--- src/rtl/rom_rdport_pkg.sv ---
package rom_rdport_pkg;

    localparam int WORD_W = 16;
    localparam int BYTE_W = WORD_W / 2;

    localparam int OE2_ACT_HIGH = 0;
    localparam int OE2_ACT_LOW  = 1;
    localparam int OE2_IGNORE   = 2;

    // Fixed content function: multiplicative hash folded with a shifted copy
    function automatic logic [WORD_W-1:0] rom_word(input logic [31:0] a);
        logic [31:0] prod;
        logic [31:0] shr;
        prod = a * 32'd40503 + 32'd12345;
        shr  = a >> 1;
        return prod[WORD_W-1:0] ^ shr[WORD_W-1:0];
    endfunction

endpackage

--- src/rtl/rom_addr_stage.sv ---
module rom_addr_stage #(
    parameter int ADDR_W  = 17,
    parameter int LATENCY = 3
) (
    input  logic              clk,
    input  logic              rst_n,
    input  logic [ADDR_W-1:0] addr_i,
    input  logic              word_mode_i,
    input  logic              lsb_i,
    output logic [ADDR_W-1:0] addr_o,
    output logic              word_mode_o,
    output logic              lsb_o,
    output logic              ready_o
);
    localparam int CW = $clog2(LATENCY + 1);
    localparam logic [CW-1:0] CNT_LOAD = CW'(LATENCY);

    typedef struct packed {
        logic [ADDR_W-1:0] addr;
        logic              word;
        logic              lsb;
        logic [CW-1:0]     cnt;
    } stage_t;

    stage_t st_d, st_q;
    logic   chg;

    always_comb begin
        st_d      = st_q;
        st_d.addr = addr_i;
        st_d.word = word_mode_i;
        // the byte select only names a location in byte mode
        st_d.lsb  = word_mode_i ? 1'b0 : lsb_i;
        chg = (st_d.addr != st_q.addr) || (st_d.word != st_q.word) ||
              (st_d.lsb != st_q.lsb);
        if (chg) begin
            st_d.cnt = CNT_LOAD;
        end else if (st_q.cnt != '0) begin
            st_d.cnt = st_q.cnt - 1'b1;
        end
    end

    always_ff @(posedge clk or negedge rst_n) begin
        if (!rst_n) begin
            st_q.addr <= '0;
            st_q.word <= 1'b0;
            st_q.lsb  <= 1'b0;
            st_q.cnt  <= CNT_LOAD;
        end else begin
            st_q <= st_d;
        end
    end

    assign addr_o      = st_q.addr;
    assign word_mode_o = st_q.word;
    assign lsb_o       = st_q.lsb;
    assign ready_o     = (st_q.cnt == '0);

    // a sampled location change always restarts the access delay
    a_r6_restart: assert property (@(posedge clk) disable iff (!rst_n)
        chg |=> !ready_o);

    // in word mode the registered byte select never moves
    a_r7_lsb_quiet: assert property (@(posedge clk) disable iff (!rst_n)
        word_mode_o |-> !lsb_o);

endmodule

--- src/rtl/rom_out_sel.sv ---
module rom_out_sel
    import rom_rdport_pkg::*;
#(
    parameter int ADDR_W = 17
) (
    input  logic              clk,
    input  logic              rst_n,
    input  logic [ADDR_W-1:0] addr_i,
    input  logic              word_mode_i,
    input  logic              lsb_i,
    input  logic              ready_i,
    input  logic              en_i,
    output logic [WORD_W-1:0] data_o,
    output logic [WORD_W-1:0] data_oe_o,
    output logic              valid_o
);
    localparam logic [WORD_W-1:0] OE_WORD = '1;
    localparam logic [WORD_W-1:0] OE_BYTE = {{BYTE_W{1'b0}}, {BYTE_W{1'b1}}};

    typedef struct packed {
        logic [WORD_W-1:0] data;
        logic [WORD_W-1:0] oe;
        logic              en;
    } out_t;

    out_t              o_d, o_q;
    logic [WORD_W-1:0] word_val;
    logic [BYTE_W-1:0] byte_val;

    always_comb begin
        word_val = rom_word(32'(addr_i));
        byte_val = lsb_i ? word_val[WORD_W-1:BYTE_W] : word_val[BYTE_W-1:0];
        o_d      = o_q;
        o_d.en   = en_i;
        if (!en_i) begin
            o_d.data = '0;
            o_d.oe   = '0;
        end else if (word_mode_i) begin
            o_d.data = word_val;
            o_d.oe   = OE_WORD;
        end else begin
            o_d.data = {{BYTE_W{1'b0}}, byte_val};
            o_d.oe   = OE_BYTE;
        end
    end

    always_ff @(posedge clk or negedge rst_n) begin
        if (!rst_n) begin
            o_q <= '0;
        end else begin
            o_q <= o_d;
        end
    end

    assign data_o    = o_q.data;
    assign data_oe_o = o_q.oe;
    assign valid_o   = o_q.en & ready_i;

    // a dropped enable clears drive and data after the next edge
    a_r4_off: assert property (@(posedge clk) disable iff (!rst_n)
        !en_i |=> (data_oe_o == '0) && (data_o == '0) && !valid_o);

    // drive vector is either empty, the byte shape or the word shape
    a_r3_shape: assert property (@(posedge clk) disable iff (!rst_n)
        (data_oe_o == '0) || (data_oe_o == OE_WORD) || (data_oe_o == OE_BYTE));

    // with only the low byte driven, the upper data bits are zero
    a_r2_upper_zero: assert property (@(posedge clk) disable iff (!rst_n)
        (data_oe_o == OE_BYTE) |-> (data_o[WORD_W-1:BYTE_W] == '0));

    // data holds while the strobe stays high
    a_r8_hold: assert property (@(posedge clk) disable iff (!rst_n)
        (valid_o && $past(valid_o)) |-> $stable(data_o));

endmodule

--- src/rtl/rom_rdport.sv ---
module rom_rdport
    import rom_rdport_pkg::*;
#(
    parameter int ADDR_W   = 17,
    parameter int LATENCY  = 3,
    parameter int OE2_MODE = OE2_ACT_LOW
) (
    input  logic              clk,
    input  logic              rst_n,
    input  logic [ADDR_W-1:0] addr_i,
    input  logic              word_mode_i,
    input  logic              a_lsb_i,
    input  logic              ce_n_i,
    input  logic              oe_n_i,
    input  logic              oe2_i,
    output logic [15:0]       data_o,
    output logic [15:0]       data_oe_o,
    output logic              valid_o
);
    logic              oe2_act;
    logic              out_en;
    logic [ADDR_W-1:0] s_addr;
    logic              s_word;
    logic              s_lsb;
    logic              s_ready;

    generate
        if (OE2_MODE == OE2_ACT_HIGH) begin : g_oe2_high
            assign oe2_act = oe2_i;
        end else if (OE2_MODE == OE2_ACT_LOW) begin : g_oe2_low
            assign oe2_act = ~oe2_i;
        end else begin : g_oe2_ignore
            assign oe2_act = oe2_i | 1'b1;
            // with the ignore setting the second enable never gates output
            a_r5_ignored: assert property (@(posedge clk) disable iff (!rst_n)
                (!ce_n_i && !oe_n_i) |=> (data_oe_o != '0));
        end
    endgenerate

    assign out_en = ~ce_n_i & ~oe_n_i & oe2_act;

    rom_addr_stage #(
        .ADDR_W  (ADDR_W),
        .LATENCY (LATENCY)
    ) u_addr (
        .clk         (clk),
        .rst_n       (rst_n),
        .addr_i      (addr_i),
        .word_mode_i (word_mode_i),
        .lsb_i       (a_lsb_i),
        .addr_o      (s_addr),
        .word_mode_o (s_word),
        .lsb_o       (s_lsb),
        .ready_o     (s_ready)
    );

    rom_out_sel #(
        .ADDR_W (ADDR_W)
    ) u_out (
        .clk         (clk),
        .rst_n       (rst_n),
        .addr_i      (s_addr),
        .word_mode_i (s_word),
        .lsb_i       (s_lsb),
        .ready_i     (s_ready),
        .en_i        (out_en),
        .data_o      (data_o),
        .data_oe_o   (data_oe_o),
        .valid_o     (valid_o)
    );

endmodule

--- config.mk ---
export PLATFORM = sky130hd
export DESIGN_NAME = rom_rdport
export DESIGN_NICKNAME = d
export VERILOG_FILES = /design/src/rtl/rom_rdport_pkg.sv /design/src/rtl/rom_addr_stage.sv /design/src/rtl/rom_out_sel.sv /design/src/rtl/rom_rdport.sv
export SDC_FILE = /design/constraint.sdc
export NUM_CORES = 1
export LEC_CHECK = 0
export ABC_AREA = 0
export BUFFER_PORTS_ARGS = -buffer_cell sky130_fd_sc_hd__buf_2
export CAP_MARGIN = 10
export CORE_UTILIZATION = 38
export CTS_CLUSTER_DIAMETER = 120
export DETAILED_ROUTE_END_ITERATION = 6
export GPL_TIMING_DRIVEN = 0
export PLACE_DENSITY = 0.52
export SKIP_CTS_REPAIR_TIMING = 1
export SYNTH_ARGS = -nofsm -noshare
export SYNTH_HDL_FRONTEND = slang
export SYNTH_HIERARCHICAL = 1
export SYNTH_SLANG_ARGS = --single-unit
--- constraint.sdc ---
create_clock -name clk -period 11.1 [get_ports clk]
set_input_delay 1.665 -clock clk [delete_from_list [all_inputs] [get_ports clk]]
set_output_delay 1.665 -clock clk [all_outputs]
set_load 0.05 [all_outputs]
-- After elaboration in Yosys (flattened, before gate mapping)
Cells that the tools add are included.
- flip-flop bits (word level): 54
- latch bits: 0
- RAM bits: 0
- bits in read-only memories: 0
- input port bits: 24
- output and inout bits: 33
- logic and storage cells: 31
- memories kept: 0
- $add $sub $neg: 2
- $mul: 1
- divide/modulo/power cells: 0
- magnitude comparators: 0
- eq/ne operators: 3
- shift-type cells: 0
- muxes and demuxes: 6
- bitwise logic cells: 7
- reduce and logical (&&, ||, !) cells: 5
- operators by type and width (cell ; count):
    $mux W32 ; 2
    $mul A17 B16 Y16 const B ; 1
    $ne A17 B17 Y1 ; 1
    $add A16 B14 Y16 const B ; 1
    $xor A16 B16 Y16 ; 1
    $mux W8 ; 1
    $mux W2 ; 2
    $reduce_bool A2 Y1 ; 2
    $and A1 B1 Y1 ; 3
    $not A1 Y1 ; 3
    $logic_not A2 Y1 ; 1
    $logic_or A1 B1 Y1 ; 2
    $ne A1 B1 Y1 ; 2
    $sub A2 B1 Y2 const B ; 1
    $mux W1 ; 1

-- Logic depth before layout (Yosys ltp)
- word-level depth: 6
- mapped depth: 20
- depth with buffers taken out: 19

-- Cells and area by module
Netlist, hierarchy kept.
- by module, submodules not included (module ; instances ; cells each ; area each (um^2) ; seq. area each (um^2)):
    rom_out_sel ; 1 ; 363 ; 3553.4 ; 450.4
    rom_addr_stage ; 1 ; 71 ; 917.1 ; 528.0
    rom_rdport ; 1 ; 1 ; 10.0 ; 0.0

-- Worst setup path after synthesis
No wires, ideal clock.
- kind: reg-to-reg
- from: register u_addr.st_q, in the netlist u_addr/addr_o[3]
- to: register u_out.o_q, in the netlist u_out/data_o[7]
- arrival: 4.671 ns
- setup slack: 6.343 ns
- stages on the path, launching flop included: 18
- path buffers: 1
- period minus slack after synthesis: 4.757 ns
- path through: dfrtp_1 buf_4 ha_1 ha_1 a21o_1 fa_1 inv_1 fa_1 fa_1 fa_1 inv_1 ha_1 a21oi_1 o211ai_1 or3_1 nand3_1 a21oi_1 nor3_1
- RTL lines (element ; line ; RTL):
    start: declaration ; rom_addr_stage.sv:25 ; stage_t st_d, st_q;
    start signal: assignment ; rom_addr_stage.sv:50 ; st_q <= st_d;
    end signal: assignment ; rom_out_sel.sv:49 ; o_q <= '0;
    end signal: assignment ; rom_out_sel.sv:51 ; o_q <= o_d;
    end: declaration ; rom_out_sel.sv:26 ; out_t o_d, o_q;

==> results.tsv <==
stage	metric	value	unit
setup_path	worstPathArrival	5.44	ns
cts	cts-root-buf	clkbuf_16	
global_routing	grt_max_degree	40	
synth	syn_area	0.00448	mm^2
cts	cts_tree	done	
setup_path	worstPathMaxFanout	8	
setup_path	endpoint_kind	flop	
sta	fin_worst_skew	0.00546	ns
synth	netlist_instances	435	
sta	hold_viol_final	0	
global_routing	grt_pass1_wl	16600	um
global_routing	grt_pass1_vias	3285	
synth	ys.flop_type	dfrtp_1	
pwr	p_comb_share	79.5	%
floorplanning	pin_count	57	
cts	cts_sinks	39	
pwr	ir_drop	0.000208	V
setup_path	cp.required	11.28	ns
sta	rsz0062_at_grt	false	
cts	cts_buffer_depth	2	
pwr	p_int	726	uW
pwr	p_leak	0.00271	uW
sta	whs	0.627	ns
setup_path	crit_path_start_kind	flop	
floorplanning	die_x	111	um
routing	num_vias	3097	
sta	worst_slew_margin_rel	44.7	%
cts	clkTransAtPathRegs	0.05	ns
placement	gp_congestion	0.819	
layout	stdcell_count	642	
sta	worst_pin_slew	0.829	ns
floorplanning	start_util	39.1	%
routing	drc	0	
floorplanning	die_y	111	um
synth	synth_cell_types	39	
sta	setup_tns	0	ns
pwr	pwr-share-seq	11.0	%
pwr	p_sw	762	uW
sta	setup_violations	0	
synth	async_reset_ff_share	100	%
synth	synth-warning-count	6	
global_routing	overflow	0	
layout	area_growth_syn_to_layout	13.5	%
floorplanning	rows	39	
layout	layout-drive-gt1-share	20.4	%
flow_run	drv_cap	0	
routing	wl_per_cell	15.5	um
synth	yosys_register_bits	39	
routing	routed_via_density	4.82	
hold_path	hp-class	flop to flop	
synth	synth_edf_count	0	
pwr	swShare	51.2	%
cts	cts_htree_levels	2	
placement	place_ws	5.83	ns
synth	avgSynthCellArea	10.3	um^2
setup_path	critPathKind	flop to flop	
sta	slew_viol_final	0	
sta	period_needed	5.26	ns
routing	routed_wl	9920	um
pwr	clkPwrFrac	9.5	%
routing	firstDrtPassIters	4	
routing	drt_iter0_markers	117	
cts	numCtsBuffers	5	
pwr	power_density	293	mW/mm^2
synth	synth_seq_area_share	21.8	%
global_routing	antenna_found_initial	0	
outcome	status	complete, no violations	
floorplanning	core	0.0115	mm^2
sta	fmaxAchievable	190	MHz
routing	ant_nets	0	
placement	place_inst	634	
synth	syn_nets	571	
placement	dp_hpwl	8510	um
cts	clk_latency	0.28	ns
layout	fin_nets	634	
floorplanning	dieArea	0.0122	mm^2
layout	n_antenna_cell	0	
pwr	power	1490	uW
global_routing	grt_use_total	17.6	%
sta	post-route-period-util	47.3	%
sta	setup_ws	5.84	ns
placement	port_buffers	56	
cells by family (layout without fill, tap and decap cells):
logic type	count (synthesis)	in the layout	synth area share, %
and+or+nand+nor	59	59	6.79
adders and majority gates	112	112	38.6
xor gates and xnor gates	66	66	13.2
muxes	2	2	0.475
buffers and inverters	109	173	11.7
AOI/OAI and AO/OA	48	48	7.32
DFF	39	39	21.8
metrics by stage:
step	instance area [um^2]	util, %
floorplan	4480	-
global route	5090	44.4
global placement	4940	43.1
finish	5090	44.4
detailed placement	4940	43.1
CTS	5090	44.4
cells in the final DEF (no fill, tap or decap), types with 2 or more instances in the layout:
master	n
a21o_1	8
xor2_1	16
and2_1	4
o21ai_0	11
fa_1	44
nor2_1	12
nor3_1	4
clkbuf_1	3
a21boi_0	2
nand4_1	7
xnor2_1	49
o211ai_1	4
o31ai_1	2
dfstp_2	2
nand3_1	9
o21a_1	2
buf_4	31
nor2b_1	2
clkbuf_16	5
nand2_1	10
inv_1	76
and3_1	3
ha_1	68
a21oi_1	13
or2_2	2
dfrtp_1	37
nand2b_1	2
buf_2	56
path summary, 6_finish.rpt:
check | cells after the start | start | slack [ns] | endpoint
setup / recovery | 17 | u_addr/addr_o[3] | 5.84 | u_out/data_o[7]
hold / removal | 2 | u_addr/st_q[0] | 0.63 | u_addr/st_q[0]
setup reg to reg | 17 | u_addr/addr_o[3] | 5.84 | u_out/data_o[7]
hold reg to reg | 2 | u_addr/st_q[0] | 0.63 | u_addr/st_q[0]
max in group asynchronous | 1 | rst_n | 9.09 | u_addr/addr_o[11]
min in group asynchronous | 1 | rst_n | 1.48 | u_out/data_o[7]
metal layers:
metal	global-route usage [%]	vias to the layer above	wire [um]
met4	4.18	0	157
met5	0	-	0
met2	30.8	62	4890
met1	22.6	1520	4570
met3	3.07	12	302
li1	-	1503	-
layout make-up:
| type | count | area (um^2) |
|---|---|---|
| Fill cell | 1134 | 6380 |
| Multi-Input combinational cell | 287 | 2980 |
| Sequential cell | 39 | 978 |
| Inverter | 76 | 285 |
| Timing Repair Buffer | 56 | 280 |
| Buffer | 33 | 240 |
| Tap cell | 143 | 179 |
| Clock buffer | 7 | 143 |
| Clock inverter | 1 | 5.00 |
power by group through the flow:
stage / Sequential [uW] / Clock (uW) / Combinational, uW
3_5_place_dp: 166 / 0 / 1190
2_1_floorplan: 211 / 0 / 872
5_1_grt: 166 / 153 / 1330
3_3_place_gp: 166 / 0 / 1170
4_1_cts: 164 / 146 / 1190
6_report: 164 / 141 / 1180
cells in the mapped netlist (all sizes together) (3+ instances only):
cell | count | area, um^2
and3 | 3 | 18.8
buf | 31 | 233
nor3 | 5 | 30.0
a21o | 8 | 60.1
dfrtp | 37 | 926
a21oi | 13 | 65.1
xor2 | 16 | 140
ha | 68 | 851
nand2 | 10 | 37.5
o21ai | 11 | 55.1
nand3 | 9 | 45.0
fa | 44 | 881
o211ai | 5 | 42.5
and2 | 4 | 25.0
nor2 | 12 | 45.0
xnor2 | 49 | 429
inv | 76 | 285
nand4 | 7 | 43.8
critical path: stages, from the launching register on:
cell	delay, ns
dfrtp_1	0.39
buf_4	0.19
ha_1	0.43
ha_1	0.37
a21o_1	0.21
fa_1	0.48
inv_1	0.05
fa_1	0.57
fa_1	0.44
fa_1	0.50
inv_1	0.06
ha_1	0.33
a21oi_1	0.27
o211ai_1	0.12
or3_1	0.36
nand3_1	0.08
a21oi_1	0.06
nor3_1	0.25
flip-flops by register name, indices dropped and copies added (netlist names):
name and count:
u_addr/st_q 2, u_addr/word_mode_o 1, u_addr/lsb_o 1, u_out/data_oe_o 2, u_out/data_o 16, u_addr/addr_o 17
Note: power is estimated with default switching activity, not from simulation.
